### config.mk
export PLATFORM = sky130hd
export DESIGN_NAME = fpga_cfg_seq
export DESIGN_NICKNAME = d
export VERILOG_FILES = /design/src/rtl/fpga_cfg_pkg.sv /design/src/rtl/cfg_sync.sv /design/src/rtl/cfg_pwr_timer.sv /design/src/rtl/cfg_fsm.sv /design/src/rtl/fpga_cfg_seq.sv
export SDC_FILE = /design/constraint.sdc
export NUM_CORES = 1
export LEC_CHECK = 0
export BUFFER_PORTS_ARGS = -buffer_cell sky130_fd_sc_hd__clkbuf_2
export CAP_MARGIN = 5
export CORE_MARGIN = 5
export CORE_UTILIZATION = 49
export DETAILED_ROUTE_END_ITERATION = 10
export PLACE_DENSITY = 0.85
export SLEW_MARGIN = 25
export SYNTH_ARGS = -nofsm -noshare
export SYNTH_HDL_FRONTEND = slang
export SYNTH_SLANG_ARGS = --single-unit
### constraint.sdc
create_clock -name clk -period 2.5 [get_ports clk]
set_input_delay 0.25 -clock clk [delete_from_list [all_inputs] [get_ports clk]]
set_output_delay 0.25 -clock clk [all_outputs]
set_load 0.05 [all_outputs]
### src/rtl/fpga_cfg_pkg.sv
package fpga_cfg_pkg;

    typedef enum logic [3:0] {
        ST_IDLE       = 4'd0,
        ST_POWER_ON   = 4'd1,
        ST_PROG_PULSE = 4'd2,
        ST_WAIT_INIT  = 4'd3,
        ST_PROM_WAIT  = 4'd4,
        ST_WAIT_DONE  = 4'd5,
        ST_CONFIGURED = 4'd6,
        ST_ERROR      = 4'd7,
        ST_HOLD_PROG  = 4'd8
    } cfg_state_e;

    typedef struct packed {
        logic to_done;
        logic to_init;
        logic crc_err;
    } cfg_flags_t;

    localparam int unsigned REPLY_BYTES = 8;
    localparam int unsigned MIN_PROG_NS = 500;

    function automatic int unsigned ns_to_cycles(input longint unsigned hz,
                                                 input longint unsigned ns);
        return int'((hz * ns + 64'd999_999_999) / 64'd1_000_000_000);
    endfunction

    function automatic int unsigned us_to_cycles(input longint unsigned hz,
                                                 input longint unsigned us);
        return int'((hz * us + 64'd999_999) / 64'd1_000_000);
    endfunction

    function automatic int unsigned max3(input int unsigned a, input int unsigned b,
                                         input int unsigned c);
        int unsigned m;
        m = (a > b) ? a : b;
        return (m > c) ? m : c;
    endfunction

    function automatic logic [REPLY_BYTES*8-1:0] build_reply(input cfg_state_e st,
                                                             input cfg_flags_t fl,
                                                             input logic done_lvl);
        logic [REPLY_BYTES*8-1:0] r;
        r = '0;
        r[3:0]  = st;
        r[10:8] = fl;
        r[32]   = done_lvl;
        return r;
    endfunction

endpackage

### src/rtl/cfg_sync.sv
module cfg_sync #(
    parameter int W = 2
) (
    input  logic         clk,
    input  logic         rst,
    input  logic [W-1:0] async_i,
    output logic [W-1:0] sync_o
);
    for (genvar g = 0; g < W; g++) begin : g_bit
        logic [1:0] stage;
        always_ff @(posedge clk) begin
            if (rst) stage <= 2'b00;
            else     stage <= {stage[0], async_i[g]};
        end
        assign sync_o[g] = stage[1];
    end
endmodule

### src/rtl/cfg_pwr_timer.sv
module cfg_pwr_timer #(
    parameter int unsigned PROM_CYC = 400_000
) (
    input  logic clk,
    input  logic rst,
    input  logic pwr_req_i,
    output logic pwr_en_o,
    output logic elapsed_o
);
    localparam int unsigned CW = (PROM_CYC < 1) ? 1 : $clog2(PROM_CYC + 1);

    logic [CW-1:0] since_pwr;

    always_ff @(posedge clk) begin
        if (rst) begin
            pwr_en_o  <= 1'b0;
            since_pwr <= '0;
        end else begin
            if (pwr_req_i) pwr_en_o <= 1'b1;
            if (pwr_en_o && (since_pwr < CW'(PROM_CYC))) since_pwr <= since_pwr + 1'b1;
        end
    end

    assign elapsed_o = (since_pwr >= CW'(PROM_CYC));

    // once the rails are on they stay on
    a_r2_pwr_sticky: assert property (@(posedge clk) disable iff (rst)
        pwr_en_o |=> pwr_en_o);
    // the wake-up window never reopens
    a_r5_elapsed_sticky: assert property (@(posedge clk) disable iff (rst)
        elapsed_o |=> elapsed_o);
endmodule

### src/rtl/cfg_fsm.sv
module cfg_fsm
    import fpga_cfg_pkg::*;
#(
    parameter int unsigned PROG_CYC  = 100,
    parameter int unsigned INIT_TO   = 1000,
    parameter int unsigned DONE_TO   = 1000
) (
    input  logic       clk,
    input  logic       rst,
    input  logic       start_i,
    input  logic       hold_i,
    input  logic       prom_en_i,
    input  logic       elapsed_i,
    input  logic       init_s_i,
    input  logic       done_s_i,
    output logic       pwr_req_o,
    output logic       drive_low_prog_o,
    output logic       drive_low_init_o,
    output cfg_state_e state_o,
    output cfg_flags_t flags_o
);
    localparam int unsigned CNT_MAX = max3(PROG_CYC, INIT_TO, DONE_TO);
    localparam int unsigned CNT_W   = $clog2(CNT_MAX + 1);

    cfg_state_e       state, nxt;
    logic [CNT_W-1:0] cnt;
    logic             seen_low;
    logic             go, set_to_init, set_to_done, set_crc;

    always_comb begin
        nxt         = state;
        set_to_init = 1'b0;
        set_to_done = 1'b0;
        set_crc     = 1'b0;
        unique case (state)
            ST_POWER_ON:   nxt = ST_PROG_PULSE;
            ST_PROG_PULSE: if (cnt == CNT_W'(PROG_CYC - 1))
                               nxt = (prom_en_i && !elapsed_i) ? ST_PROM_WAIT : ST_WAIT_INIT;
            ST_PROM_WAIT:  if (elapsed_i) nxt = ST_WAIT_INIT;
            ST_WAIT_INIT: begin
                if (seen_low && init_s_i) nxt = ST_WAIT_DONE;
                else if (cnt == CNT_W'(INIT_TO - 1)) begin
                    nxt = ST_ERROR;
                    set_to_init = 1'b1;
                end
            end
            ST_WAIT_DONE: begin
                if (!init_s_i) begin
                    nxt = ST_ERROR;
                    set_crc = 1'b1;
                end else if (done_s_i) nxt = ST_CONFIGURED;
                else if (cnt == CNT_W'(DONE_TO - 1)) begin
                    nxt = ST_ERROR;
                    set_to_done = 1'b1;
                end
            end
            ST_HOLD_PROG:  if (!hold_i) nxt = ST_IDLE;
            default:       nxt = state;
        endcase
        go = 1'b0;
        if (state != ST_HOLD_PROG) begin
            if (hold_i) begin
                nxt = ST_HOLD_PROG;
                set_to_init = 1'b0;
                set_to_done = 1'b0;
                set_crc     = 1'b0;
            end else if (start_i) begin
                nxt = ST_POWER_ON;
                go  = 1'b1;
            end
        end
    end

    always_ff @(posedge clk) begin
        if (rst) begin
            state    <= ST_IDLE;
            cnt      <= '0;
            seen_low <= 1'b0;
            flags_o  <= '0;
        end else begin
            state <= nxt;
            cnt   <= (nxt != state) ? '0 : cnt + 1'b1;
            if (state == ST_POWER_ON) seen_low <= 1'b0;
            else if (!init_s_i && (state == ST_PROG_PULSE || state == ST_PROM_WAIT ||
                                   state == ST_WAIT_INIT)) seen_low <= 1'b1;
            if (go) flags_o <= '0;
            else begin
                if (set_to_init) flags_o.to_init <= 1'b1;
                if (set_to_done) flags_o.to_done <= 1'b1;
                if (set_crc)     flags_o.crc_err <= 1'b1;
            end
        end
    end

    assign pwr_req_o        = go;
    assign drive_low_prog_o = (state == ST_PROG_PULSE) || (state == ST_HOLD_PROG);
    assign drive_low_init_o = (state == ST_PROM_WAIT);
    assign state_o          = state;

    // an accepted start restarts the sequence
    a_r2_start: assert property (@(posedge clk) disable iff (rst)
        (start_i && !hold_i && state != ST_HOLD_PROG) |=> (state == ST_POWER_ON));
    // hold wins and keeps program low; start is ignored while holding
    a_r9_hold_enter: assert property (@(posedge clk) disable iff (rst)
        hold_i |=> (state == ST_HOLD_PROG) && drive_low_prog_o);
    // configured only after done was seen
    a_r7_done_seen: assert property (@(posedge clk) disable iff (rst)
        (state == ST_WAIT_DONE && nxt == ST_CONFIGURED) |-> done_s_i);
    // init released from the wake-up hold only after the window elapsed
    a_r5_release: assert property (@(posedge clk) disable iff (rst)
        (drive_low_init_o && !hold_i && !start_i) |=> (drive_low_init_o || $past(elapsed_i)));
    // flags stay put unless a start is accepted
    a_r8_flags_sticky: assert property (@(posedge clk) disable iff (rst)
        (!go && flags_o != 3'b000) |=> (flags_o & $past(flags_o)) == $past(flags_o));
    // advancing past clearing requires init high
    a_r4_init_high: assert property (@(posedge clk) disable iff (rst)
        (state == ST_WAIT_INIT && nxt == ST_WAIT_DONE) |-> init_s_i);
endmodule

### src/rtl/fpga_cfg_seq.sv
module fpga_cfg_seq
    import fpga_cfg_pkg::*;
#(
    parameter longint unsigned CLK_HZ           = 200_000_000,
    parameter int unsigned     PROG_NS          = 500,
    parameter int unsigned     PROM_WAIT_US     = 2000,
    parameter int unsigned     INIT_TIMEOUT_CYC = 2_000_000,
    parameter int unsigned     DONE_TIMEOUT_CYC = 20_000_000
) (
    input  logic        clk,
    input  logic        rst,
    input  logic        start_i,
    input  logic        hold_prog_i,
    input  logic        prom_wait_en_i,
    input  logic        init_pin_i,
    input  logic        done_pin_i,
    output logic        pwr_en_o,
    output logic        drive_low_prog_o,
    output logic        drive_low_init_o,
    output logic [63:0] status_reply_o
);
    localparam int unsigned PROG_EFF = (PROG_NS < MIN_PROG_NS) ? MIN_PROG_NS : PROG_NS;
    localparam int unsigned PROG_CYC = ns_to_cycles(CLK_HZ, 64'(PROG_EFF));
    localparam int unsigned PROM_CYC = us_to_cycles(CLK_HZ, 64'(PROM_WAIT_US));

    logic [1:0] pins_s;
    logic       pwr_req, elapsed;
    cfg_state_e state;
    cfg_flags_t flags;

    cfg_sync #(.W(2)) u_sync (
        .clk(clk), .rst(rst),
        .async_i({done_pin_i, init_pin_i}),
        .sync_o(pins_s)
    );

    cfg_pwr_timer #(.PROM_CYC(PROM_CYC)) u_pwr (
        .clk(clk), .rst(rst),
        .pwr_req_i(pwr_req),
        .pwr_en_o(pwr_en_o),
        .elapsed_o(elapsed)
    );

    cfg_fsm #(.PROG_CYC(PROG_CYC), .INIT_TO(INIT_TIMEOUT_CYC), .DONE_TO(DONE_TIMEOUT_CYC)) u_fsm (
        .clk(clk), .rst(rst),
        .start_i(start_i),
        .hold_i(hold_prog_i),
        .prom_en_i(prom_wait_en_i),
        .elapsed_i(elapsed),
        .init_s_i(pins_s[0]),
        .done_s_i(pins_s[1]),
        .pwr_req_o(pwr_req),
        .drive_low_prog_o(drive_low_prog_o),
        .drive_low_init_o(drive_low_init_o),
        .state_o(state),
        .flags_o(flags)
    );

    assign status_reply_o = build_reply(state, flags, pins_s[1]);

    // program pulse only in its state or in hold, and rails on when pulsing
    a_r3_prog_needs_pwr: assert property (@(posedge clk) disable iff (rst)
        drive_low_prog_o && !hold_prog_i |-> pwr_en_o || $past(hold_prog_i));
endmodule

==> results.yml, run 1 <==
drt:
  first_iter_violations: 250
  dr.pass1.iters: 5
  ant_nets: 0
  vias: 3182
  drc_errors: 0
  finalWirelength_microns: 8824
  post_drt_wl_per_cell_microns: 15.19
  routed_via_density: 5.477
timing:
  tns_ps: -4680
  hold_ws_ps: 126.2
  drv_slew: 0
  rsz0062_at_grt: "yes"
  fmax_mhz: 366.4
  slew_headroom_pct: 64.34
  setup_ws_ps: -229.1
  setup_viol: 26
  finClkSkew_ps: 6.327
  finalCritPeriodShare_pct: 109.2
  worstMarginPinSlew_ps: 533.6
  min_period_ps: 2729
  finalHoldViolations: 0
yosys:
  synth.ff_latch_count: 57
  synth.cell_area_sq_mm: 0.003371
  synth.distinct_cells: 48
  synthArstFlopShare_pct: 0
  synth_edf_count: 0
  syn_avg_cell_area_sq_um: 7.931
  netlist_instances: 425
  synth_ff_type: "dfxtp_1"
  yosys_warnings: 0
  post-synth-top-area-fraction_pct: 33.85
  yosys.area.top_type: "dfxtp_1"
  seq_area_frac_synth_pct: 33.85
  netlist_top_cells_area: "dfxtp_1 34%, buf_4 13%, xnor2_1 6.2%, nor3_1 5.9%, nor2_1 5.2%"
  synth_common_cells: "57 x buf_4, 57 x dfxtp_1, 47 x nor2_1"
global_routing:
  grt_usage_pct: 18.37
  grt_first_pass_wirelength_microns: 12710
  grt_max_degree: 32
  antenna_found_initial: 0
  grt_pass1_vias: 2837
  top_usage_layer: "met2"
  grt-ovfl-total: 0
  grt_use_met1_pct: 21.45
  use_met3_pct: 4.387
  met2_usage_pct: 31.79
worst_setup_path:
  path_class: "register to register"
  endpoint_kind: "register"
  r2r_slack_ps: -230
  cp_data_arrival_time_ps: 2980
  worst-path-buf-inv: 5
  crit_family: "compound AO/OA/AOI/OAI gates"
  critPathSlowestCell: "mux2_4"
  worstPathRequired_ps: 2750
  cpMostUsedCell: "buf_4"
  max_stage_delay_ps: 380
  crit_path_start_kind: "register"
  path_cells: "buf_4 > buf_4 > a21o_1 > a221oi_2 > a211oi_1 > buf_4 > buf_4 > o32ai_4 > buf_4 > mux2_4 > nor3_1"
  reg2reg_depth: 11
  critical_path.max_fanout: 14
  path_depth: 11
power_and_ir_drop:
  p_per_area_mw_per_mm2: 558.9
  p_total_mw: 2.257
  leakage_nw: 1.643
  peakVddDrop_v: 0.0004264
clock_tree:
  clkSinkCount: 57
  numCtsBuffers: 9
  worstSkewPairLatency_ps: 340
  ctsRootBufferMaster: "clkbuf_8"
  cts_hold_buf: 0
  cts_buffer_depth: 2
  cts_tree: "done"
  clkTransAtPathRegs_ps: 60
  cts_max_level: 3
cells_and_area:
  fillers: 555
  nets: 509
  drive_above_1_share_pct: 22.95
  fin_util_pct: 59.78
  areaGrowthSynthToFinish_pct: 19.82
  diodes: 0
floorplanning:
  initial_core_util_pct: 49.89
  die_y_microns: 92.94
  coreArea_sq_mm: 0.006756
  die_area_sq_mm: 0.008638
  num_io_pins: 74
  num_rows: 30
  dieWidth_microns: 92.94
placement:
  gp_congestion: 0.8626
  post-place-ws_ps: -500.9
  dp_hpwl_microns: 5482
  io_buffers: 17
worst_hold_path:
  hold_path_class: "input port to register"
  min_path_cells: 2
run_status:
  status: "finished with violations"
  violations: "negative setup slack"
run:
  maxCapViolations: 0
-- logic make-up after synthesis --
group	count (synthesis)	share of synthesized area [%]
AOI/OAI and AO/OA	49	10.06
xor gates and xnor gates	34	8.834
adders and majority gates	3	1.114
buffers and inverters	89	17.00
DFF	57	33.85
muxes	1	0.3341
other	1	0.1113
and+or+nand+nor	191	28.69
-- per-layer routing --
metal  share of wire [%]  wire [microns]  up-vias
met2                  51            4469      155
met3                 8.2             724       29
met5                   0               0        -
li1                    -               -     1502
met1                  38            3396     1496
met4                 2.7             234        0
-- power breakdown --
| part | internal [mW] | switching [mW] | leakage (nW) |
|---|---|---|---|
| clock | 0.368 | 0.332 | 0.0782 |
| sequential | 0.926 | 0.0131 | 0.462 |
| combinational | 0.170 | 0.447 | 1.10 |
| total | 1.46 | 0.792 | 1.64 |
-- final cells by class --
| type | count | area, sq um | area share (%) |
|---|---|---|---|
| flip-flops and latches | 57 | 1142 | 28.28 |
| clock buffers | 12 | 145.1 | 3.594 |
| well taps | 80 | 100.1 | 2.478 |
| clock inverters | 1 | 5.005 | 0.1239 |
| multi-input cells | 337 | 2028 | 50.22 |
| repair buffers | 77 | 554.3 | 13.72 |
| inverters | 17 | 63.81 | 1.580 |
-- state kept, by name (all words and copies together), names as in the netlist --
| signal | flops |
|---|---|
| u_pwr.pwr_en_o | 1 |
| u_pwr.since_pwr | 19 |
| u_sync.g_bit.stage | 4 |
| u_fsm.flags_o | 3 |
| u_fsm.seen_low | 1 |
| u_fsm.state_o | 4 |
| u_fsm.cnt | 25 |
-- metrics by stage --
stage	instance area, sq um	cells
2_1_floorplan	3608	480
3_3_place_gp	3655	555
3_5_place_dp	3655	555
4_1_cts	3902	574
5_1_grt	4039	581
6_report	4039	581
-- worst register-to-register path, cell delays in order, from the launching register on --
cell	delay [ps]
dfxtp_1	320
buf_4	140
buf_4	190
a21o_1	190
a221oi_2	290
a211oi_1	110
buf_4	170
buf_4	140
o32ai_4	270
buf_4	190
mux2_4	380
nor3_1	260
-- repair_timing --
item                       CTS  global route
cloned                       1             2
setup endpoints to repair   29            31
buffers inserted             5             5
pin swaps                    5             2
resized for setup            9            17
-- cell usage in the layout, fill, tap and decap left out, drive strengths merged, types with 2 or more instances in the layout --
master,count
nand2b,3
or3,7
clkbuf,29
nand2,31
o31ai,2
ha,3
inv,17
a31oi,2
a211oi,5
xor2,10
o211a,2
nand4,8
dfxtp,57
and4,4
o21ai,11
nand3,16
a21oi,12
mux2,3
or2,3
nor2,47
conb,56
and3,8
or4,4
nor3b,4
a21o,2
nor2b,9
xnor2,24
nor4b,2
o211ai,3
nor3,40
buf,60
nor4,4
-- worst paths after layout --
path	start	to
worst max-delay path	u_fsm.state_o[0]$_SDFF_PP0_	u_fsm.cnt[13]$_SDFF_PP0_
worst max register to register	u_fsm.state_o[0]$_SDFF_PP0_	u_fsm.cnt[13]$_SDFF_PP0_
worst min register to register	u_sync.g_bit[0].stage[0]$_SDFF_PP0_	u_sync.g_bit[0].stage[1]$_SDFF_PP0_
worst min-delay path	done_pin_i	u_sync.g_bit[1].stage[0]$_SDFF_PP0_
Power figures use the tool's default switching activity.
==> run 2, diff against run 1 <==
- ABC_AREA: unset -> 1
- CORE_UTILIZATION: 49 -> 52
- CTS_BUF_LIST: unset -> sky130_fd_sc_hd__clkbuf_8
- PLACE_DENSITY: 0.85 -> 0.88
==> run 2 against run 1 <==
  * Sequential share of layout area down 0.23 points
  * Clock skew up 4.7 ps
  * Synthesized area up 16%
  * Non-clock buffer count down 58
  * Final cell count up 19%
  * First-iteration DRC count down 30%
  * Clock-buffer cell count down 3
  * The flow now finishes without violations
  * Die area up 8.4%
  * Sequential power up 1%
  * Critical path depth up 5
==> results.yml, run 2 <==
run_status:
  status: "complete, no violations"
power_and_ir_drop:
  p_per_area_mw_per_mm2: 573.2
  peakVddDrop_v: 0.0002749
  p_total_mw: 2.332
  leakage_nw: 1.711
timing:
  tns_ps: 0
  drv_slew: 0
  rsz0062_at_grt: "no"
  finalHoldViolations: 0
  finalCritPeriodShare_pct: 88.37
  setup_viol: 0
  finClkSkew_ps: 11.03
  fmax_mhz: 452.7
  min_period_ps: 2209
yosys:
  yosys.area.top_type: "dfxtp_1"
  synth_ff_type: "dfxtp_1"
  yosysMostFrequentCell: "nand2_1"
  synth.ff_latch_count: 57
  seq_area_frac_synth_pct: 29.15
  synth.cell_area_sq_mm: 0.003915
  netlist_top_cells_area: "dfxtp_1 29%, buf_4 11%, nand2_1 9.6%, nor2_1 7.8%, inv_1 7.5%"
  synth_edf_count: 0
  syn_avg_cell_area_sq_um: 6.954
  synth.distinct_cells: 41
  yosys_warnings: 0
  post-synth-top-area-fraction_pct: 29.15
  synthArstFlopShare_pct: 0
  netlist_instances: 563
  synth_common_cells: "100 x nand2_1, 81 x nor2_1, 78 x inv_1"
clock_tree:
  post-cts-setup-buffer-count: 0
  cts_tree: "done"
  clkTransAtPathRegs_ps: 80
  numCtsBuffers: 9
  worstSkewPairLatency_ps: 340
  clkSinkCount: 57
  ctsRootBufferMaster: "clkbuf_8"
  cts_max_level: 3
  cts_buffer_depth: 2
  cts_hold_buf: 0
floorplanning:
  initial_core_util_pct: 53.69
  coreArea_sq_mm: 0.007292
  num_rows: 31
  num_io_pins: 74
  die_area_sq_mm: 0.009364
  die_y_microns: 96.77
  dieWidth_microns: 96.77
cells_and_area:
  areaGrowthSynthToFinish_pct: 3.899
  layout_commonest_cell: "nand2_1"
  fin_util_pct: 55.78
  final_cell_mix: "100 x nand2_1, 81 x nor2_1, 78 x inv_1, 57 x dfxtp_1, 56 x conb_1"
  largest_reg_flops: 25
  nets: 595
  drive_above_1_share_pct: 16.10
  finalInstanceArea_sq_mm: 0.004068
  diodes: 0
  largestRegisters: "u_fsm.cnt: 25 flops, u_pwr.since_pwr: 19 flops"
  top_register: "u_fsm.cnt"
global_routing:
  grt_max_degree: 22
  antenna_found_initial: 0
  grt-ovfl-total: 0
  grt_first_pass_wirelength_microns: 13830
  grt_usage_pct: 17.32
  grt_pass1_vias: 3154
placement:
  gp_congestion: 0.9230
  dp_hpwl_microns: 6144
  dpl_cell_area_sq_mm: 0.003861
  io_buffers: 17
worst_hold_path:
  hold_path_class: "input port to register"
worst_setup_path:
  cp_data_arrival_time_ps: 2490
  path_class: "register to register"
  endpoint_kind: "register"
  worstPathRequired_ps: 2780
  crit_path_start_kind: "register"
  critical_path.max_fanout: 11
drt:
  ant_nets: 0
  vias: 3308
  finalWirelength_microns: 8110
  first_iter_violations: 175
  drc_errors: 0
  dr.pass1.iters: 5
  post_drt_wl_per_cell_microns: 11.77
  routed_via_density: 4.801
run:
  maxCapViolations: 0
[run 2: changes by cell type after synthesis, moves of 9 or more]
cell | previous run | this run
nor2_1 | 47 | 81
xnor2_1 | 24 | 3
xor2_1 | 10 | 24
nand2_1 | 31 | 100
nor3_1 | 40 | 15
nand2_2 | 0 | 9
nor2b_1 | 9 | 0
inv_1 | 17 | 78
nor2_2 | 0 | 9
nor2_4 | 0 | 24
[run 2: path summary, 6_finish.rpt]
path | from | to | slack, ps | cells after the start
setup / recovery | u_fsm.cnt[0]$_SDFF_PP0_ | u_fsm.cnt[3]$_SDFF_PP0_ | 290 | 16
hold reg to reg | u_sync.g_bit[0].stage[0]$_SDFF_PP0_ | u_sync.g_bit[0].stage[1]$_SDFF_PP0_ | 410 | 2
hold / removal | init_pin_i | u_sync.g_bit[0].stage[0]$_SDFF_PP0_ | 90 | 3
setup reg to reg | u_fsm.cnt[0]$_SDFF_PP0_ | u_fsm.cnt[3]$_SDFF_PP0_ | 290 | 16
[run 2: kinds of logic after synthesis]
group | synth area share, %
AND/OR/NAND/NOR | 36.78
buffers and inverters | 20.65
flip-flops | 29.15
AO/OA/AOI/OAI | 6.328
XOR/XNOR | 6.040
adder cells (fa/ha/maj) | 0.9589
other | 0.09579
[run 2: critical path, cell delays in order, from the launching register on]
cell	delay (ps)
dfxtp_1	360
ha_1	210
inv_1	80
nor2_2	190
nand2_1	120
nor2_1	120
nand2_1	100
nand2_1	100
a21oi_2	50
nand2_1	80
nand2_1	70
nand2_1	60
nand2_1	60
nor2_2	120
nand3_4	80
buf_4	210
nor2_1	110
[run 2: where the power goes]
part           switching (mW)  total [mW]  leakage (nW)  internal [mW]
clock network           0.410       0.879         0.104          0.470
logic                   0.418       0.504          1.15         0.0859
registers              0.0222       0.948         0.461          0.926
[run 2: cell type report]
class / instances / area (sq um)
fillers: 667 / 3224
multi-input cells: 412 / 2172
flip-flops and latches: 57 / 1141
inverters: 86 / 324.1
clock buffers: 9 / 123.9
well taps: 99 / 123.9
repair buffers: 19 / 103.9
clock inverters: 7 / 78.83
[run 2: stage by stage]
step | hold slack [ps] | setup WS (ps) | instances
after CTS | 76.55 | 242.5 | 689
final | 85.83 | 290.8 | 689
after global routing | 93.03 | 14.05 | 689
after floorplan | 357.0 | 9.150 | 618
after detailed placement | 401.8 | 285.3 | 673
after global placement | 390.6 | 335.2 | 673
[run 2: metal layers]
metal | wire length, microns | vias to the layer above | global-route usage, %
met1 | 3329 | 1486 | 21.11
met2 | 4000 | 131 | 29.19
met5 | 0 | - | 0
li1 | - | 1669 | -
met4 | 162 | 0 | 7.775
met3 | 617 | 22 | 3.669
[run 2: timing repair]
item | in CTS | in global routing
setup endpoints to repair | 0 | 14
hold endpoints to repair | 0 | 0
resized for setup | 0 | 1
